[src/rtl/dma2d_pkg.sv]
// Shared types for the strided address generator.
package dma2d_pkg;
    typedef enum logic {ST_IDLE, ST_RUN} dma2d_state_e;
endpackage

[src/rtl/dma2d_step_cnt.sv]
// Wrapping up-counter: counts 0..limit on each advance, then returns to 0.
// Assumes limit is stable while the counter advances.
module dma2d_step_cnt #(
    parameter int W = 8
) (
    input  logic         clk,
    input  logic         rst_n,
    input  logic         clr,
    input  logic         adv,
    input  logic [W-1:0] limit,
    output logic [W-1:0] cnt,
    output logic         at_lim
);
    assign at_lim = (cnt == limit);

    // Count register: clear has priority over advance.
    always_ff @(posedge clk) begin
        if (!rst_n)      cnt <= '0;
        else if (clr)    cnt <= '0;
        else if (adv)    cnt <= at_lim ? '0 : cnt + 1'b1;
    end
endmodule

[src/rtl/dma2d_fsm.sv]
// Run/idle sequencer. Enters RUN on an accepted start. Leaves on stop or on
// the final accepted beat. Assumes fire is only high while busy.
module dma2d_fsm
    import dma2d_pkg::*;
(
    input  logic clk,
    input  logic rst_n,
    input  logic start,
    input  logic stop,
    input  logic fire,
    input  logic finish,
    output logic busy,
    output logic load
);
    dma2d_state_e state_q;

    assign busy = (state_q == ST_RUN);
    assign load = (state_q == ST_IDLE) && start && !stop;

    // State register: stop wins over everything else.
    always_ff @(posedge clk) begin
        if (!rst_n) begin
            state_q <= ST_IDLE;
        end else begin
            case (state_q)
                ST_IDLE: if (load) state_q <= ST_RUN;
                ST_RUN:  if (stop || (fire && finish)) state_q <= ST_IDLE;
                default: state_q <= ST_IDLE;
            endcase
        end
    end
endmodule

[src/rtl/dma2d_addr_gen.sv]
// Top of the 2D strided address generator. Latches configuration on start.
// Block mode: addr = line_base + word offset, and line_base steps by stride.
// Ring mode (len == 0): the offset runs 0..A-1 and wraps, with half/wrap events.
// Assumes a non-zero stride in ring mode.
module dma2d_addr_gen #(
    parameter int AW = 16,
    parameter int LW = 8,
    parameter int SW = 8,
    parameter int CW = 8
) (
    input  logic          clk,
    input  logic          rst_n,
    input  logic          start,
    input  logic          stop,
    input  logic [AW-1:0] cfg_base,
    input  logic [LW-1:0] cfg_len,
    input  logic [SW-1:0] cfg_stride,
    input  logic [CW-1:0] cfg_lines_m1,
    input  logic          addr_ready,
    output logic          addr_valid,
    output logic [AW-1:0] addr,
    output logic          done,
    output logic          half_evt,
    output logic          wrap_evt
);
    localparam int NW = CW + 1;
    localparam int OW = SW + NW;

    logic [AW-1:0] base_q, line_base_q;
    logic [LW-1:0] len_q;
    logic [SW-1:0] stride_q;
    logic [CW-1:0] lines_q;
    logic          loop_q;
    logic          busy, load, fire, finish, line_adv;
    logic [NW-1:0] nlines;
    logic [OW-1:0] area, half, off_lim, off_cnt;
    logic          off_last;
    logic [CW-1:0] line_cnt;
    logic          line_last;
    logic          done_q, half_q, wrap_q;

    // Derived ring geometry from the latched configuration.
    assign nlines  = NW'(lines_q) + NW'(1);
    assign area    = OW'(stride_q) * OW'(nlines);
    assign half    = OW'(stride_q) * OW'(nlines >> 1);
    assign off_lim = loop_q ? area - OW'(1) : OW'(len_q) - OW'(1);

    assign fire     = busy && addr_ready && !stop;
    assign finish   = !loop_q && off_last && line_last;
    assign line_adv = fire && !loop_q && off_last;

    dma2d_fsm u_fsm (
        .clk(clk), .rst_n(rst_n), .start(start), .stop(stop),
        .fire(fire), .finish(finish), .busy(busy), .load(load)
    );

    dma2d_step_cnt #(.W(OW)) u_off_cnt (
        .clk(clk), .rst_n(rst_n), .clr(load), .adv(fire),
        .limit(off_lim), .cnt(off_cnt), .at_lim(off_last)
    );

    dma2d_step_cnt #(.W(CW)) u_line_cnt (
        .clk(clk), .rst_n(rst_n), .clr(load), .adv(line_adv),
        .limit(lines_q), .cnt(line_cnt), .at_lim(line_last)
    );

    // Configuration capture on an accepted start.
    always_ff @(posedge clk) begin
        if (!rst_n) begin
            base_q   <= '0;
            len_q    <= '0;
            stride_q <= '0;
            lines_q  <= '0;
            loop_q   <= 1'b0;
        end else if (load) begin
            base_q   <= cfg_base;
            len_q    <= cfg_len;
            stride_q <= cfg_stride;
            lines_q  <= cfg_lines_m1;
            loop_q   <= (cfg_len == '0);
        end
    end

    // Line base: reload on start, step by stride at each line end.
    always_ff @(posedge clk) begin
        if (!rst_n)        line_base_q <= '0;
        else if (load)     line_base_q <= cfg_base;
        else if (line_adv) line_base_q <= line_base_q + AW'(stride_q);
    end

    // Event pulses, registered one cycle after the triggering beat.
    always_ff @(posedge clk) begin
        if (!rst_n) begin
            done_q <= 1'b0;
            half_q <= 1'b0;
            wrap_q <= 1'b0;
        end else begin
            done_q <= fire && finish;
            half_q <= fire && loop_q && (half != '0) && (off_cnt == half - OW'(1));
            wrap_q <= fire && loop_q && off_last;
        end
    end

    assign addr_valid = busy;
    assign addr       = line_base_q + AW'(off_cnt);
    assign done       = done_q;
    assign half_evt   = half_q;
    assign wrap_evt   = wrap_q;

    logic unused_ok;
    assign unused_ok = ^{line_cnt, base_q};
endmodule

[config.mk]
export PLATFORM = sky130hd
export DESIGN_NAME = dma2d_addr_gen
export DESIGN_NICKNAME = d
export VERILOG_FILES = /design/src/rtl/dma2d_pkg.sv /design/src/rtl/dma2d_step_cnt.sv /design/src/rtl/dma2d_fsm.sv /design/src/rtl/dma2d_addr_gen.sv
export SDC_FILE = /design/constraint.sdc
export NUM_CORES = 1
export LEC_CHECK = 0
export BUFFER_PORTS_ARGS = -buffer_cell sky130_fd_sc_hd__buf_4
export CORE_AREA = 2 2 126 153
export DETAILED_ROUTE_END_ITERATION = 8
export DIE_AREA = 0 0 128 155
export PLACE_DENSITY_LB_ADDON = 0.08
export SLEW_MARGIN = 5
export SYNTH_ARGS = -nofsm -noshare
export SYNTH_HDL_FRONTEND = slang
export SYNTH_HIERARCHICAL = 1
export SYNTH_SLANG_ARGS = --single-unit
[constraint.sdc]
create_clock -name clk -period 15.9 [get_ports clk]
set_input_delay 3.18 -clock clk [delete_from_list [all_inputs] [get_ports clk]]
set_output_delay 3.18 -clock clk [all_outputs]
set_load 0.01 [all_outputs]
# Word level (Yosys, flattened, before mapping)
# Index checks and enable logic that the tools add are counted.
[classes]
add_sub_neg = 8
mul = 2
n_eq_ne = 3
muxes = 8
bitwise = 2
n_reduce_logical = 20
[op_table]
columns = ["cell", "count"]
rows = [
  ["equality test 17 bit", 2],
  ["two-way mux 17 bit", 2],
  ["two-way mux 16 bit", 2],
  ["adder 17 x 1 -> 17 bit (second input constant)", 1],
  ["multiplier 8 x 9 -> 17 bit", 1],
  ["nonzero test 17 bit", 1],
  ["subtractor 16 x 1 -> 17 bit (second input constant)", 1],
  ["subtractor 17 x 1 -> 17 bit (second input constant)", 1],
  ["adder 16 bit", 1],
  ["adder 16 x 8 -> 16 bit", 1],
  ["multiplier 8 x 8 -> 16 bit", 1],
  ["logical AND 1 bit", 13],
  ["adder 8 x 1 -> 9 bit (second input constant)", 1],
  ["subtractor 8 x 1 -> 9 bit (second input constant)", 1],
  ["adder 8 x 1 -> 8 bit (second input constant)", 1],
  ["equality test 8 bit", 1],
  ["logical NOT 8 bit", 1],
  ["two-way mux 8 bit", 1],
  ["logical NOT 1 bit", 2],
  ["two-way mux 1 bit", 2],
  ["inverter 1 bit", 2],
  ["one-hot mux 1 bit (2 select lines)", 1],
  ["nonzero test 2 bit", 1],
  ["OR reduction 2 bit", 1],
  ["logical OR 1 bit", 1],
]
[word_totals]
regBits = 70
input_bits = 45
word_cells = 54

# Depth between registers and ports, before layout
[logic_depth]
depth_word = 11
ltp_mapped = 33

# Modules after synthesis
# Netlist, hierarchy kept.
[modules_own_cells]
columns = ["mod", "instances", "cells_per_inst", "area_per_inst_um2", "seq_area_each_um2"]
rows = [
  ["dma2d_addr_gen", 1, 961, 8006.4, 880.8],
  ["dma2d_step_cnt at u_off_cnt", 1, 117, 1062.3, 340.3],
  ["dma2d_step_cnt at u_line_cnt", 1, 51, 479.2, 160.2],
  ["dma2d_fsm", 1, 5, 48.8, 20.0],
]

# Least setup slack after synthesis
# No wires, ideal clock.
[synth_path]
path_type = "register -> register"
from = "register lines_q[1]"
to = "register u_line_cnt.cnt[0]"
setup_ns = 0.075
arrival_time_ns = 7.353
required_ns = 15.825
slack_ns = 8.473
path_stages_with_launch = 31
path_buffers = 1
period_less_slack_ns = 7.427
path_cell_list = "dfxtp_1 > ha_1 > nand3_1 > nor2_1 > xor2_1 > nand2_1 > fa_1 > inv_1 > fa_1 > inv_1 > fa_1 > inv_1 > fa_1 > ha_1 > inv_1 > o21bai_1 > a21oi_1 > o21ai_0 > a311oi_1 > o41ai_1 > xnor2_1 > a21o_1 > xor2_1 > nor3_1 > and2_1 > inv_1 > nor4_1 > clkbuf_1 > inv_1 > or3_1 > o22ai_1"
[synth_via]
elab_chain_len = 6
elab_cells_between_ends = 8
cone_classes = "2 x add/sub; 1 x mul; 2 x eq/ne; 2 x mux; 1 x reduce/logical"
[synth_lines]
columns = ["item", "line", "source"]
rows = [
  ["start: declaration", "dma2d_addr_gen.sv:32", "logic [CW-1:0] lines_q;"],
  ["start signal: assignment", "dma2d_addr_gen.sv:79", "lines_q <= cfg_lines_m1;"],
  ["adder 8 x 1 -> 9 bit", "dma2d_addr_gen.sv:43", "assign nlines = NW'(lines_q) + NW'(1);"],
  ["multiplier 8 x 9 -> 17 bit", "dma2d_addr_gen.sv:44", "assign area = OW'(stride_q) * OW'(nlines);"],
  ["subtractor 17 x 1 -> 17 bit", "dma2d_addr_gen.sv:46", "assign off_lim = loop_q ? area - OW'(1) : OW'(len_q) - OW'(1);"],
  ["two-way mux 17 bit", "dma2d_addr_gen.sv:46", ""],
  ["named net off_lim[16]", "dma2d_addr_gen.sv:36", "logic [OW-1:0] area, half, off_lim, off_cnt;"],
  ["equality test 17 bit", "dma2d_step_cnt.sv:14", "assign at_lim = (cnt == limit);"],
  ["named net off_last", "dma2d_addr_gen.sv:37", "logic off_last;"],
  ["logical AND 1 bit", "dma2d_addr_gen.sv:50", "assign line_adv = fire && !loop_q && off_last;"],
  ["named net line_adv", "dma2d_addr_gen.sv:34", "logic busy, load, fire, finish, line_adv;"],
  ["end signal: assignment", "dma2d_step_cnt.sv:20", "else if (adv) cnt <= at_lim ? '0 : cnt + 1'b1;"],
  ["end: declaration", "dma2d_step_cnt.sv:11", "output logic [W-1:0] cnt,"],
]
# The timed path passes the listed nets, and every way through them passes these cells.
# A chain may end at the register's enable or synchronous reset.

# Worst setup path after layout
[layout_path]
from = "register lines_q[0]"
to = "register line_base_q[15]"
[layout_via]
elab_chain_len = 7
[layout_lines]
columns = ["item", "line", "source"]
rows = [
  ["adder 8 x 1 -> 9 bit", "dma2d_addr_gen.sv:43", ""],
  ["multiplier 8 x 9 -> 17 bit", "dma2d_addr_gen.sv:44", ""],
  ["subtractor 17 x 1 -> 17 bit", "dma2d_addr_gen.sv:46", ""],
  ["two-way mux 17 bit", "dma2d_addr_gen.sv:46", ""],
  ["named net off_lim[16]", "dma2d_addr_gen.sv:36", ""],
  ["equality test 17 bit", "dma2d_step_cnt.sv:14", ""],
  ["named net off_last", "dma2d_addr_gen.sv:37", ""],
  ["logical AND 1 bit", "dma2d_addr_gen.sv:50", ""],
  ["nonzero test 2 bit (no line)", "--", ""],
  ["end signal: assignment", "dma2d_addr_gen.sv:87", "else if (load) line_base_q <= cfg_base;"],
  ["end signal: assignment", "dma2d_addr_gen.sv:88", "else if (line_adv) line_base_q <= line_base_q + AW'(stride_q);"],
  ["end: declaration", "dma2d_addr_gen.sv:29", "logic [AW-1:0] base_q, line_base_q;"],
]
# The timed path passes the listed nets, and every way through them passes these cells.

==> impl_metrics.yaml <==
worst_setup_path:
  cp_slowest_cell: "xor2_1"
  cp-startpoint: "lines_q[0]"
  path_common_cell: "inv_1"
  crit_type: "register to register"
  crit_path_max_incr_delay_ps: 610
  worstSetupStartpointType: "register"
  end_kind: "register"
  worst_ep_arrival_time_ps: 8580
  crit_required_ps: 16100
  reg2reg_from: "lines_q[0]"
  cp_max_fo: 17
route:
  drt_pass1_iterations: 5
  wl_per_cell_um: 17.10
  drtIter0Drc: 358
  avgViaCountPerCell: 5.536
  vias: 7794
  route.detailed.drc: 0
  ant_nets: 0
  wirelength_um: 24080
synthesis:
  synth-edff-count: 0
  synth-xor-area-share: 0.1104
  ys_ff_latch: 70
  yosys.area.top_type: "fa_1"
  synthTopCellsByArea: "fa_1 (17%), dfxtp_1 (15%), ha_1 (14%)"
  syn_area_per_cell_sq_um: 8.463
  synthDominantCellAreaShare: 0.1690
  syn_nets: 1366
  async_flop_share: 0
  ys_types: 68
  synth_flop_cell: "dfxtp_1"
  synth_mux_area_frac: 0.03442
  yosys_warnings: 6
  synth-simple-area-share: 0.2030
  syn_inst: 1134
  synth_area_sq_um: 9597
  ys_seq_area_frac: 0.1460
  synthAdderAreaFrac: 0.3072
  synth_top_family_by_area: "adder cells"
  synth-compound-area-share: 0.1244
timing:
  max_freq_mhz: 119.3
  clock_skew_ps: 15.73
  timing.final.crit_share: 0.5273
  finalMaxSlewViolations: 0
  worstMarginPinSlew_ps: 959.1
  relSlewSlack: 0.3598
  timing.final.ws_setup_ps: 7516
  final.setup.tns_ps: 0
  min_period_ps: 8384
  rsz0062_at_grt: "no"
  hold_violations: 0
  setup_viol: 0
cts:
  htree_levels: 3
  cts-resized-gates: 0
  postCtsSetupBuffers: 0
  cts_buffers: 9
  clock_latency_ps: 350
  cts_tree: "done"
  cts.sinks: 70
  clkTransAtPathRegs_ps: 60
  cts_root_buf: "clkbuf_16"
  cts_buffer_depth: 2
  cts_hold_buf: 0
place:
  io_buffers: 64
  dp_slack_ps: 7585
  dp_hpwl_um: 19510
  gp_congestion: 0.8784
finish:
  fillCellCount: 1757
  antennaDiodeCount: 0
  final_core_util: 0.5708
  syn_to_final_growth_pct: 9.687
  nets: 1408
  drive_gt1_frac: 0.09831
floorplan:
  ioPinCount: 65
  fp.dieW_um: 128
  rows: 55
  start_util: 0.5204
  die_area_sq_um: 19840
  fp.dieH_um: 155
  core_region_area_sq_um: 18440
power_and_ir_drop:
  p_sw_frac: 0.3319
  p_int_w: 0.0003953
  ir_worst_vdd_mv: 0.06377
  power_frac_comb: 0.325
  pwr-share-clk: 0.349
  power_w: 0.0005917
  p_sw_w: 0.0001964
  p_leak_nw: 4.945
  power_frac_seq: 0.326
  cellPowerDensity_nw_per_um2: 56.21
grt:
  track_usage: 0.2546
  antenna_found_initial: 0
  grt_pass1_wl_um: 39790
  grt_pass1_vias: 7722
  grt_max_degree: 48
  overflow: 0
worst_hold_path:
  holdCritStartpoint: "len_q[7]"
  hp-class: "register to register"
run:
  maxCapViolCount: 0
outcome:
  outcome: "finished clean"
-- layout by cell type (no fill, tap or decap), types with 5 or more instances in the layout --
| cell type | count |
|---|---|
| nor2b_1 | 31 |
| nor3_2 | 12 |
| a21boi_0 | 5 |
| a211o_1 | 5 |
| xor2_1 | 43 |
| clkbuf_16 | 9 |
| or3_1 | 9 |
| o21ai_0 | 45 |
| xnor2_1 | 78 |
| nand2b_1 | 13 |
| dfxtp_1 | 70 |
| nor4_1 | 9 |
| o211a_1 | 5 |
| ha_1 | 106 |
| and2_1 | 28 |
| fa_1 | 81 |
| o211ai_1 | 6 |
| nor2_1 | 45 |
| nand2_1 | 104 |
| nand3_1 | 28 |
| inv_1 | 144 |
| mux2i_1 | 33 |
| buf_4 | 68 |
| a211oi_1 | 11 |
| a21oi_1 | 45 |
| a21o_1 | 23 |
| and3_1 | 13 |
| nor3_1 | 24 |
| nand4_1 | 15 |
-- state kept, by name, indices dropped and copies added, names as in the netlist --
signal and count:
u_off_cnt/cnt 17, line_base_q 16, len_q 8, lines_q 8
stride_q 8, u_line_cnt/cnt 8, done 1, half_evt 1
loop_q 1, u_fsm/busy 1, wrap_evt 1
-- routing by layer --
layer / GRT usage / share of wire
met1: 0.3395 / 0.45
met2: 0.4431 / 0.50
met3: 0.03508 / 0.033
met4: 0.04867 / 0.016
met5: 0 / 0
-- Yosys cell counts, types with 6 or more instances --
cell,n
inv_1,144
ha_1,106
nand2_1,104
fa_1,81
xnor2_1,78
dfxtp_1,70
a21oi_1,45
nor2_1,45
o21ai_0,45
xor2_1,43
mux2i_1,33
nor2b_1,31
and2_1,28
clkbuf_1,28
nand3_1,28
nor3_1,24
a21o_1,23
nand4_1,15
and3_1,13
nand2b_1,13
nor3_2,12
a211oi_1,11
nor4_1,10
or3_1,9
o211ai_1,6
-- path summary, 6_finish.rpt --
| path | cells after the start | to | slack [ps] |
|---|---|---|---|
| worst min register to register | 2 | len_q[7] | 550 |
| worst max-delay path | 32 | line_base_q[15] | 7520 |
| worst min-delay path | 2 | len_q[7] | 550 |
| worst max register to register | 32 | line_base_q[15] | 7520 |
-- logic make-up after synthesis --
| family | count (synthesis) |
|---|---|
| flops | 70 |
| mux | 33 |
| compound gates | 181 |
| simple gates | 361 |
| fa+ha+maj | 187 |
| buf+inv | 181 |
| xor+xnor | 121 |
-- through the flow --
| stage | hold WS [ps] | cell area (sq um) | cells |
|---|---|---|---|
| floorplan | 507.0 | 9597 | 1134 |
| global placement | 534.5 | 10230 | 1393 |
| detailed placement | 544.1 | 10230 | 1393 |
| CTS | 552.2 | 10530 | 1408 |
| global route | 565.6 | 10530 | 1408 |
| finish | 553.9 | 10530 | 1408 |
-- power by group through the flow --
stage	sequential [W]	combinational [W]	clock, W
final	0.000193	0.000192	0.000206
after CTS	0.000193	0.000194	0.000211
after global routing	0.000194	0.000216	0.000217
after detailed placement	0.000196	0.000193	0
after global placement	0.000196	0.000192	0
after floorplan	0.000190	0.000149	0
-- worst max-delay path, delay by kind of cell, from the launching register on --
kind,cells,cell delay [ps]
AO/OA/AOI/OAI,8,1990
flip-flops,1,580
XOR/XNOR,4,1020
buffers and inverters,6,600
adder cells (fa/ha/maj),6,2550
AND/OR/NAND/NOR,8,1510
-- final cells by class --
cell class / instances / area, sq um / share of cell area
inverters: 144 / 540.5 / 0.05135
multi-input cells: 883 / 7491 / 0.7116
clock buffers: 10 / 239.0 / 0.02270
well taps: 228 / 285.3 / 0.02710
clock inverters: 5 / 58.81 / 0.005587
flip-flops and latches: 70 / 1401 / 0.1331
repair buffers: 68 / 510.5 / 0.04850
(Power assumes the default switching activity.)
